**src/rtl/fcsr_shift_cell.sv**
```systemverilog
module fcsr_shift_cell (
  input  logic clk_i,
  input  logic rst_ni,
  input  logic load_i,
  input  logic step_i,
  input  logic ld_m_i,
  input  logic src_i,
  output logic m_o
);

  always_ff @(posedge clk_i or negedge rst_ni) begin
    if (!rst_ni)     m_o <= 1'b0;
    else if (load_i) m_o <= ld_m_i;
    else if (step_i) m_o <= src_i;
  end

endmodule

```
**src/rtl/fcsr_carry_cell.sv**
```systemverilog
module fcsr_carry_cell (
  input  logic clk_i,
  input  logic rst_ni,
  input  logic load_i,
  input  logic step_i,
  input  logic ld_m_i,
  input  logic ld_c_i,
  input  logic up_i,
  input  logic fb_i,
  output logic m_o,
  output logic c_o
);

  logic [1:0] sum;

  // integer add of three bits: upper cell, stored carry, feedback
  assign sum = {1'b0, up_i} + {1'b0, c_o} + {1'b0, fb_i};

  always_ff @(posedge clk_i or negedge rst_ni) begin
    if (!rst_ni) begin
      m_o <= 1'b0;
      c_o <= 1'b0;
    end else if (load_i) begin
      m_o <= ld_m_i;
      c_o <= ld_c_i;
    end else if (step_i) begin
      m_o <= sum[0];
      c_o <= sum[1];
    end
  end

endmodule

```
**src/rtl/fcsr_galois.sv**
```systemverilog
module fcsr_galois #(
  parameter int unsigned         N_BITS = 8,
  parameter logic [N_BITS-1:0]   TAP_D  = 8'd174
) (
  input  logic              clk_i,
  input  logic              rst_ni,
  input  logic              load_i,
  input  logic              step_i,
  input  logic [N_BITS-1:0] load_m_i,
  input  logic [N_BITS-2:0] load_c_i,
  output logic              bit_o,
  output logic [N_BITS-1:0] m_o,
  output logic [N_BITS-2:0] c_o
);

  localparam int unsigned TOP = N_BITS - 1;

  logic [N_BITS-1:0] m_q;
  logic [N_BITS-2:0] c_q;

  for (genvar i = 0; i < N_BITS; i++) begin : g_cell
    if (i == TOP) begin : g_top
      // top tap: upper neighbour is zero, so no carry can form
      fcsr_shift_cell u_cell (
        .clk_i (clk_i),
        .rst_ni(rst_ni),
        .load_i(load_i),
        .step_i(step_i),
        .ld_m_i(load_m_i[i]),
        .src_i (m_q[0]),
        .m_o   (m_q[i])
      );
    end else if (TAP_D[i]) begin : g_tap
      fcsr_carry_cell u_cell (
        .clk_i (clk_i),
        .rst_ni(rst_ni),
        .load_i(load_i),
        .step_i(step_i),
        .ld_m_i(load_m_i[i]),
        .ld_c_i(load_c_i[i]),
        .up_i  (m_q[i+1]),
        .fb_i  (m_q[0]),
        .m_o   (m_q[i]),
        .c_o   (c_q[i])
      );
    end else begin : g_plain
      fcsr_shift_cell u_cell (
        .clk_i (clk_i),
        .rst_ni(rst_ni),
        .load_i(load_i),
        .step_i(step_i),
        .ld_m_i(load_m_i[i]),
        .src_i (m_q[i+1]),
        .m_o   (m_q[i])
      );
      assign c_q[i] = 1'b0;
    end
  end

  assign bit_o = m_q[0];
  assign m_o   = m_q;
  assign c_o   = c_q;

endmodule

```
**config.mk**
```make
export PLATFORM = sky130hd
export DESIGN_NAME = fcsr_galois
export DESIGN_NICKNAME = d
export VERILOG_FILES = /design/src/rtl/fcsr_shift_cell.sv /design/src/rtl/fcsr_carry_cell.sv /design/src/rtl/fcsr_galois.sv
export SDC_FILE = /design/constraint.sdc
export NUM_CORES = 1
export LEC_CHECK = 0
export BUFFER_PORTS_ARGS = -buffer_cell sky130_fd_sc_hd__buf_2
export CORE_MARGIN = 8
export CORE_UTILIZATION = 48
export CTS_CLUSTER_DIAMETER = 120
export DETAILED_ROUTE_END_ITERATION = 6
export GPL_ROUTABILITY_DRIVEN = 0
export GPL_TIMING_DRIVEN = 0
export PLACE_DENSITY_LB_ADDON = 0.12
export SLEW_MARGIN = 20
export SYNTH_ARGS = -nofsm -noshare
export SYNTH_HDL_FRONTEND = slang
export SYNTH_SLANG_ARGS = --single-unit
export TNS_END_PERCENT = 1
```
**constraint.sdc**
```tcl
create_clock -name clk_i -period 3 [get_ports clk_i]
set_input_delay 0.6 -clock clk_i [delete_from_list [all_inputs] [get_ports clk_i]]
set_output_delay 0.6 -clock clk_i [all_outputs]
set_load 0.01 [all_outputs]
```
==> results of run 1 <==
area by class of cell:
| cell class | count | share of cell area [%] |
|---|---|---|
| well taps | 16 | 2.14 |
| plain buffers | 18 | 14.3 |
| flip-flops and latches | 12 | 32.0 |
| clock buffers | 3 | 2.40 |
| multi-input cells | 43 | 34.2 |
| repair buffers | 28 | 15.0 |
registers in the layout, indices dropped and copies added, names as in the netlist:
register / count
g_cell.g_top.u_cell.m_o: 1
g_cell.g_tap.u_cell.m_o: 4
g_cell.g_plain.u_cell.m_o: 3
g_cell.g_tap.u_cell.c_o: 4
critical path, stage by stage (launching register included):
cell	delay, ns
dfrtp_1	0.60
buf_4	0.18
buf_2	0.12
metrics by stage:
step | std cells | utilization (%) | setup WS, ns | hold slack, ns | instance area [sq um]
3_3_place_gp | 117 | 61.4 | 1.52 | 0.489 | 915
3_5_place_dp | 117 | 61.4 | 1.52 | 0.500 | 915
5_1_grt | 120 | 62.9 | 1.16 | 0.210 | 937
2_1_floorplan | 73 | - | 1.65 | 0.304 | 754
6_report | 120 | 62.9 | 1.24 | 0.198 | 937
4_1_cts | 120 | 62.9 | 1.22 | 0.204 | 937
final timing paths:
kind                                                               start                                        to  slack (ns)  cells after the start
min in group clk_i                                           load_c_i[3]    g_cell[3].g_tap.u_cell.c_o$_DFFE_PN0P_        0.54                      3
worst max-delay path            g_cell[0].g_plain.u_cell.m_o$_DFFE_PN0P_                                    m_o[0]        1.24                      2
max in group asynchronous                                         rst_ni    g_cell[3].g_tap.u_cell.c_o$_DFFE_PN0P_        2.58                      1
worst max register to register  g_cell[0].g_plain.u_cell.m_o$_DFFE_PN0P_    g_cell[2].g_tap.u_cell.m_o$_DFFE_PN0P_        1.56                      3
worst min-delay path                                              rst_ni  g_cell[6].g_plain.u_cell.m_o$_DFFE_PN0P_        0.20                      1
worst min register to register    g_cell[5].g_tap.u_cell.m_o$_DFFE_PN0P_  g_cell[4].g_plain.u_cell.m_o$_DFFE_PN0P_        0.58                      2
cell families after synthesis:
kind of cell / Yosys count
AND/OR/NAND/NOR: 12
AO/OA/AOI/OAI: 12
buffers and inverters: 18
multiplexers: 12
other: 1
adder cells (fa/ha/maj): 4
flip-flops: 12
layer usage:
layer | global-route usage (%) | vias up | part of all wire (%)
met5 | 0 | - | 0
met4 | 4.23 | 0 | 0.58
met3 | 3.42 | 2 | 6.5
met2 | 17.5 | 16 | 53
met1 | 12.4 | 256 | 40
li1 | - | 290 | -
cells in the final DEF (no fill, tap or decap):
| cell | count |
|---|---|
| conb_1 | 3 |
| o21ai_0 | 2 |
| o21ai_2 | 1 |
| mux2i_1 | 12 |
| buf_4 | 15 |
| dfrtp_1 | 12 |
| buf_6 | 1 |
| fa_1 | 4 |
| o21ai_1 | 9 |
| buf_2 | 30 |
| nand2_1 | 12 |
| clkbuf_4 | 3 |
report_power, final:
| part | internal (uW) | switching (uW) |
|---|---|---|
| registers | 183 | 24.7 |
| logic | 84.5 | 66.2 |
| clock network | 46.4 | 51.7 |
==> reports/qor.yml, run 1 <==
outcome:
  status: "finished clean"
critical_path:
  path_class: "flop to output port"
  worstPathArrival_ns: 1.16
  required_ns: 2.40
  endpoint_kind: "output port"
  cp-start-kind: "flop"
  crit_fanout: 8
clock_network:
  ctsResizeCount: 0
  clockRootBuffer: "clkbuf_4"
  clk_pin_slew_ns: 0.07
  cts_tree: "yes"
  clock_path_buffers: 2
  clock-sinks: 12
  post_cts_buffers: 0
  tritoncts.num_buffers: 3
  postCtsHoldBufs: 0
  insertion_delay_ns: 0.27
  htree_levels: 1
synthesis:
  synth_top_family_by_area: "buffers and inverters"
  ys_seq_area_share_pct: 40.2
  yosys.area_share.simple_pct: 6.03
  synth_top_area_cell: "dfrtp_1"
  synth_common_cells: "buf_4, dfrtp_1, mux2i_1, nand2_1, o21ai_1"
  syn_inst: 71
  synth_edf_count: 0
  synth_area_per_cell_sq_um: 10.5
  synth.most_common_cell: "buf_4"
  synth_top_area_share_pct: 40.2
  async_flop_share_pct: 100
  ys_ff_latch: 12
  muxShareOfSynthArea_pct: 16.1
  synth_area_sq_um: 747
  synth_fa_ha_area_share_pct: 10.7
  yosys_warnings: 0
  synth.distinct_cells: 11
  ys_top_cells_by_area: "dfrtp_1, mux2i_1, buf_4"
  synth_xor_area_share_pct: 0
  ys.flop_type: "dfrtp_1"
  synth_compound_area_share_pct: 8.54
cells_and_area:
  multi_input_area_sq_um: 320
  antenna_cells: 0
  area_growth_syn_to_layout_pct: 25.5
  final_layout_size_suffix_gt1_share_pct: 48.1
  layout.nets: 129
  register_area_sq_um: 300
  n_fill_cell: 135
detailed_routing:
  dr.pass1.iters: 4
  drt-initial-drc-count: 4
  drc: 0
  ant_nets: 0
  wirelength_um: 1550
  wl_per_cell_um: 12.9
  vias_per_cell: 4.70
  route.vias.total: 564
job:
  maxCapViolations: 0
floorplan:
  initial_core_util_pct: 50.2
  ios: 35
  die_area_sq_um: 3070
  die_w_um: 55.5
  rows: 14
  die_h_um: 55.5
  design.core.area_sq_um: 1490
grt:
  grt_pass1_vias: 630
  grt_antenna_before_repair: 0
  grt_overflow: 0
  grt_start_max_net_pins: 13
  grt_usage_pct: 10.6
  grt_first_pass_wirelength_um: 2770
pwr:
  p_per_area_nw_per_um2: 487
  peakVddDrop_v: 0.000235
  static-leakage-power_uw: 0.000519
  power_uw: 457
timing:
  period_minus_slack_ns: 1.76
  fin_skew_ns: 0.00193
  final-max-slew-violation-count: 0
  max_freq_ghz: 0.569
  rsz0062_at_grt: "no"
  final_hold_viol_count: 0
  finalSetupViolations: 0
  final.setup.tns_ns: 0
  min_period_over_period_pct: 58.6
place:
  port_buffers: 28
  dp_hpwl_um: 1230
hold_path:
  worstHoldPathType: "input pin to async pin"
No activity file was read; power rests on OpenSTA's default activity.
==> run 2: changes to the inputs <==
--- a/config.mk
+++ b/config.mk
@@ -6,8 +6,9 @@
 export NUM_CORES = 1
 export LEC_CHECK = 0
 export BUFFER_PORTS_ARGS = -buffer_cell sky130_fd_sc_hd__buf_2
+export CORE_ASPECT_RATIO = 0.8
 export CORE_MARGIN = 8
-export CORE_UTILIZATION = 48
+export CORE_UTILIZATION = 40
 export CTS_CLUSTER_DIAMETER = 120
 export DETAILED_ROUTE_END_ITERATION = 6
 export GPL_ROUTABILITY_DRIVEN = 0
==> constraint.sdc (replaced) <==
create_clock -name clk_i -period 1.6 [get_ports clk_i]
set_input_delay 0.32 -clock clk_i [delete_from_list [all_inputs] [get_ports clk_i]]
set_output_delay 0.32 -clock clk_i [all_outputs]
set_load 0.01 [all_outputs]
==> run 2 against run 1 <==
Critical path depth is the same. Clock power grew 86%. Highest routed layer is now met3. Global-route usage shrank 0.74 points. Sequential power grew 88%. Die area grew 14%. First-iteration DRC count is the same. Combinational power grew 87%.
==> reports/qor.yml, run 2 (synthesized netlist as in run 1, its figures left out) <==
outcome:
  status: "finished clean"
timing:
  final_hold_viol_count: 0  # unchanged
  fin_skew_ns: 0.00358  # +0.00165 ns
  finalSetupViolations: 0  # unchanged
  final-max-slew-violation-count: 0  # unchanged
  max_freq_ghz: 0.677
  min_period_over_period_pct: 92.3
  period_minus_slack_ns: 1.48
  final.setup.tns_ns: 0  # unchanged
  rsz0062_at_grt: "no"
floorplan:
  rows: 14  # unchanged
  die_area_sq_um: 3510  # +14%
  ios: 35  # unchanged
  initial_core_util_pct: 41.0  # -9.2 points
  design.core.area_sq_um: 1820  # +22%
  die_h_um: 54.7  # -1.4%
  die_w_um: 64.3  # +16%
critical_path:
  endpoint_kind: "output port"
  worstPathArrival_ns: 1.16  # about the same
  crit_fanout: 8  # unchanged
  path_class: "flop to output port"
  cp-start-kind: "flop"
  required_ns: 1.28  # -1.12 ns
clock_network:
  htree_levels: 1  # unchanged
  insertion_delay_ns: 0.26  # about the same
  clockRootBuffer: "clkbuf_4"
  cts_tree: "yes"
  ctsResizeCount: 0  # unchanged
  clock-sinks: 12  # unchanged
  clk_pin_slew_ns: 0.08  # about the same
  tritoncts.num_buffers: 3  # unchanged
  clock_path_buffers: 2  # unchanged
cells_and_area:
  biggestRegsByFlops: "g_cell.g_tap.u_cell.c_o: 4 flops, g_cell.g_tap.u_cell.m_o: 4 flops, g_cell.g_plain.u_cell.m_o: 3 flops"
  area_growth_syn_to_layout_pct: 28.1
  antenna_cells: 0  # unchanged
  most-common-layout-cells: "buf_2, buf_4, mux2i_1, nand2_1, dfrtp_1"
  layout.nets: 130  # +0.78%
  final_common_cell: "buf_2"
  final_layout_size_suffix_gt1_share_pct: 47.6  # -0.46 points
  finish.utilization_pct: 52.5  # -10 points
  n_fill_cell: 187  # +39%
grt:
  grt_start_max_net_pins: 13  # unchanged
  grt_antenna_before_repair: 0  # unchanged
  grt_overflow: 0  # unchanged
  grt_usage_pct: 9.91  # -0.74 points
  grt_first_pass_wirelength_um: 2720  # -1.7%
  grt_pass1_vias: 599  # -4.9%
detailed_routing:
  dr.pass1.iters: 2  # -2
  wl_per_cell_um: 12.3  # -4.9%
  drt-initial-drc-count: 4  # unchanged
  wirelength_um: 1590  # +2.3%
  drc: 0  # unchanged
  vias_per_cell: 4.38  # -6.8%
  ant_nets: 0  # unchanged
  route.vias.total: 565  # +0.18%
pwr:
  power_uw: 856  # +87%
  static-leakage-power_uw: 0.000523  # +0.81%
  peakVddDrop_v: 0.000420  # +79%
  p_per_area_nw_per_um2: 894  # +83%
place:
  dp_hpwl_um: 1270  # +3.5%
  port_buffers: 28  # unchanged
hold_path:
  worstHoldPathType: "input pin to flop"
job:
  maxCapViolations: 0  # unchanged
-- run 2: changes by cell type in the layout (fill, tap and decap cells not counted) --
cell / previous run / this run
dlygate4sd3_1: 0 / 1
-- run 2: per-layer routing --
layer | vias to the layer above | part of all wire, % | track usage [%] | wire, um
li1 | 289 | - | - | -
met1 | 263 | 44 | 10.8 | 697
met2 | 13 | 51 | 18.1 | 810
met3 | 0 | 4.9 | 3.48 | 77
met4 | 0 | 0 | 3.25 | 0
met5 | - | 0 | 0 | 0
-- run 2: final timing paths --
path | to | slack (ns) | cells after the start | startpoint
setup / recovery | m_o[0] | 0.12 | 2 | g_cell[0].g_plain.u_cell.m_o$_DFFE_PN0P_
hold / removal | g_cell[3].g_tap.u_cell.m_o$_DFFE_PN0P_ | 0.26 | 3 | load_m_i[3]
setup reg to reg | g_cell[3].g_tap.u_cell.m_o$_DFFE_PN0P_ | 0.18 | 3 | g_cell[0].g_plain.u_cell.m_o$_DFFE_PN0P_
hold reg to reg | g_cell[0].g_plain.u_cell.m_o$_DFFE_PN0P_ | 0.60 | 2 | g_cell[1].g_tap.u_cell.m_o$_DFFE_PN0P_
max in group asynchronous | g_cell[1].g_tap.u_cell.c_o$_DFFE_PN0P_ | 0.93 | 2 | rst_ni
min in group asynchronous | g_cell[5].g_tap.u_cell.m_o$_DFFE_PN0P_ | 0.46 | 2 | rst_ni
-- run 2: where the power goes --
part,switching (uW),internal (uW)
Clock,95.2,86.8
Combinational,123,159
Sequential,48.1,344
-- run 2: per-stage QoR --
stage / setup WS, ns / instances / area (sq um) / hold slack (ns)
finish: 0.123 / 129 / 957 / 0.257
global route: 0.0184 / 129 / 957 / 0.257
CTS: 0.0707 / 129 / 957 / 0.252
detailed placement: 0.134 / 125 / 925 / 0.221
global placement: 0.181 / 125 / 925 / 0.215
floorplan: 0.249 / 73 / 754 / 0.0244
-- run 2: repair_timing --
item | CTS | global route
setup buffers | 0 | 0
endpoints found under the hold margin | 12 | 0
hold buffers | 1 | 0
-- run 2: final cells by class --
type | count | area [sq um] | share of cell area, %
repair buffers | 29 | 150 | 15.7
well taps | 24 | 30.0 | 3.14
multi-input cells | 43 | 320 | 33.5
plain buffers | 18 | 134 | 14.0
flip-flops and latches | 12 | 300 | 31.4
clock buffers | 3 | 22.5 | 2.35
-- run 2: critical path, stage by stage (launching register included) --
cell     delay, ns
dfrtp_1       0.60
buf_4         0.18
buf_2         0.12
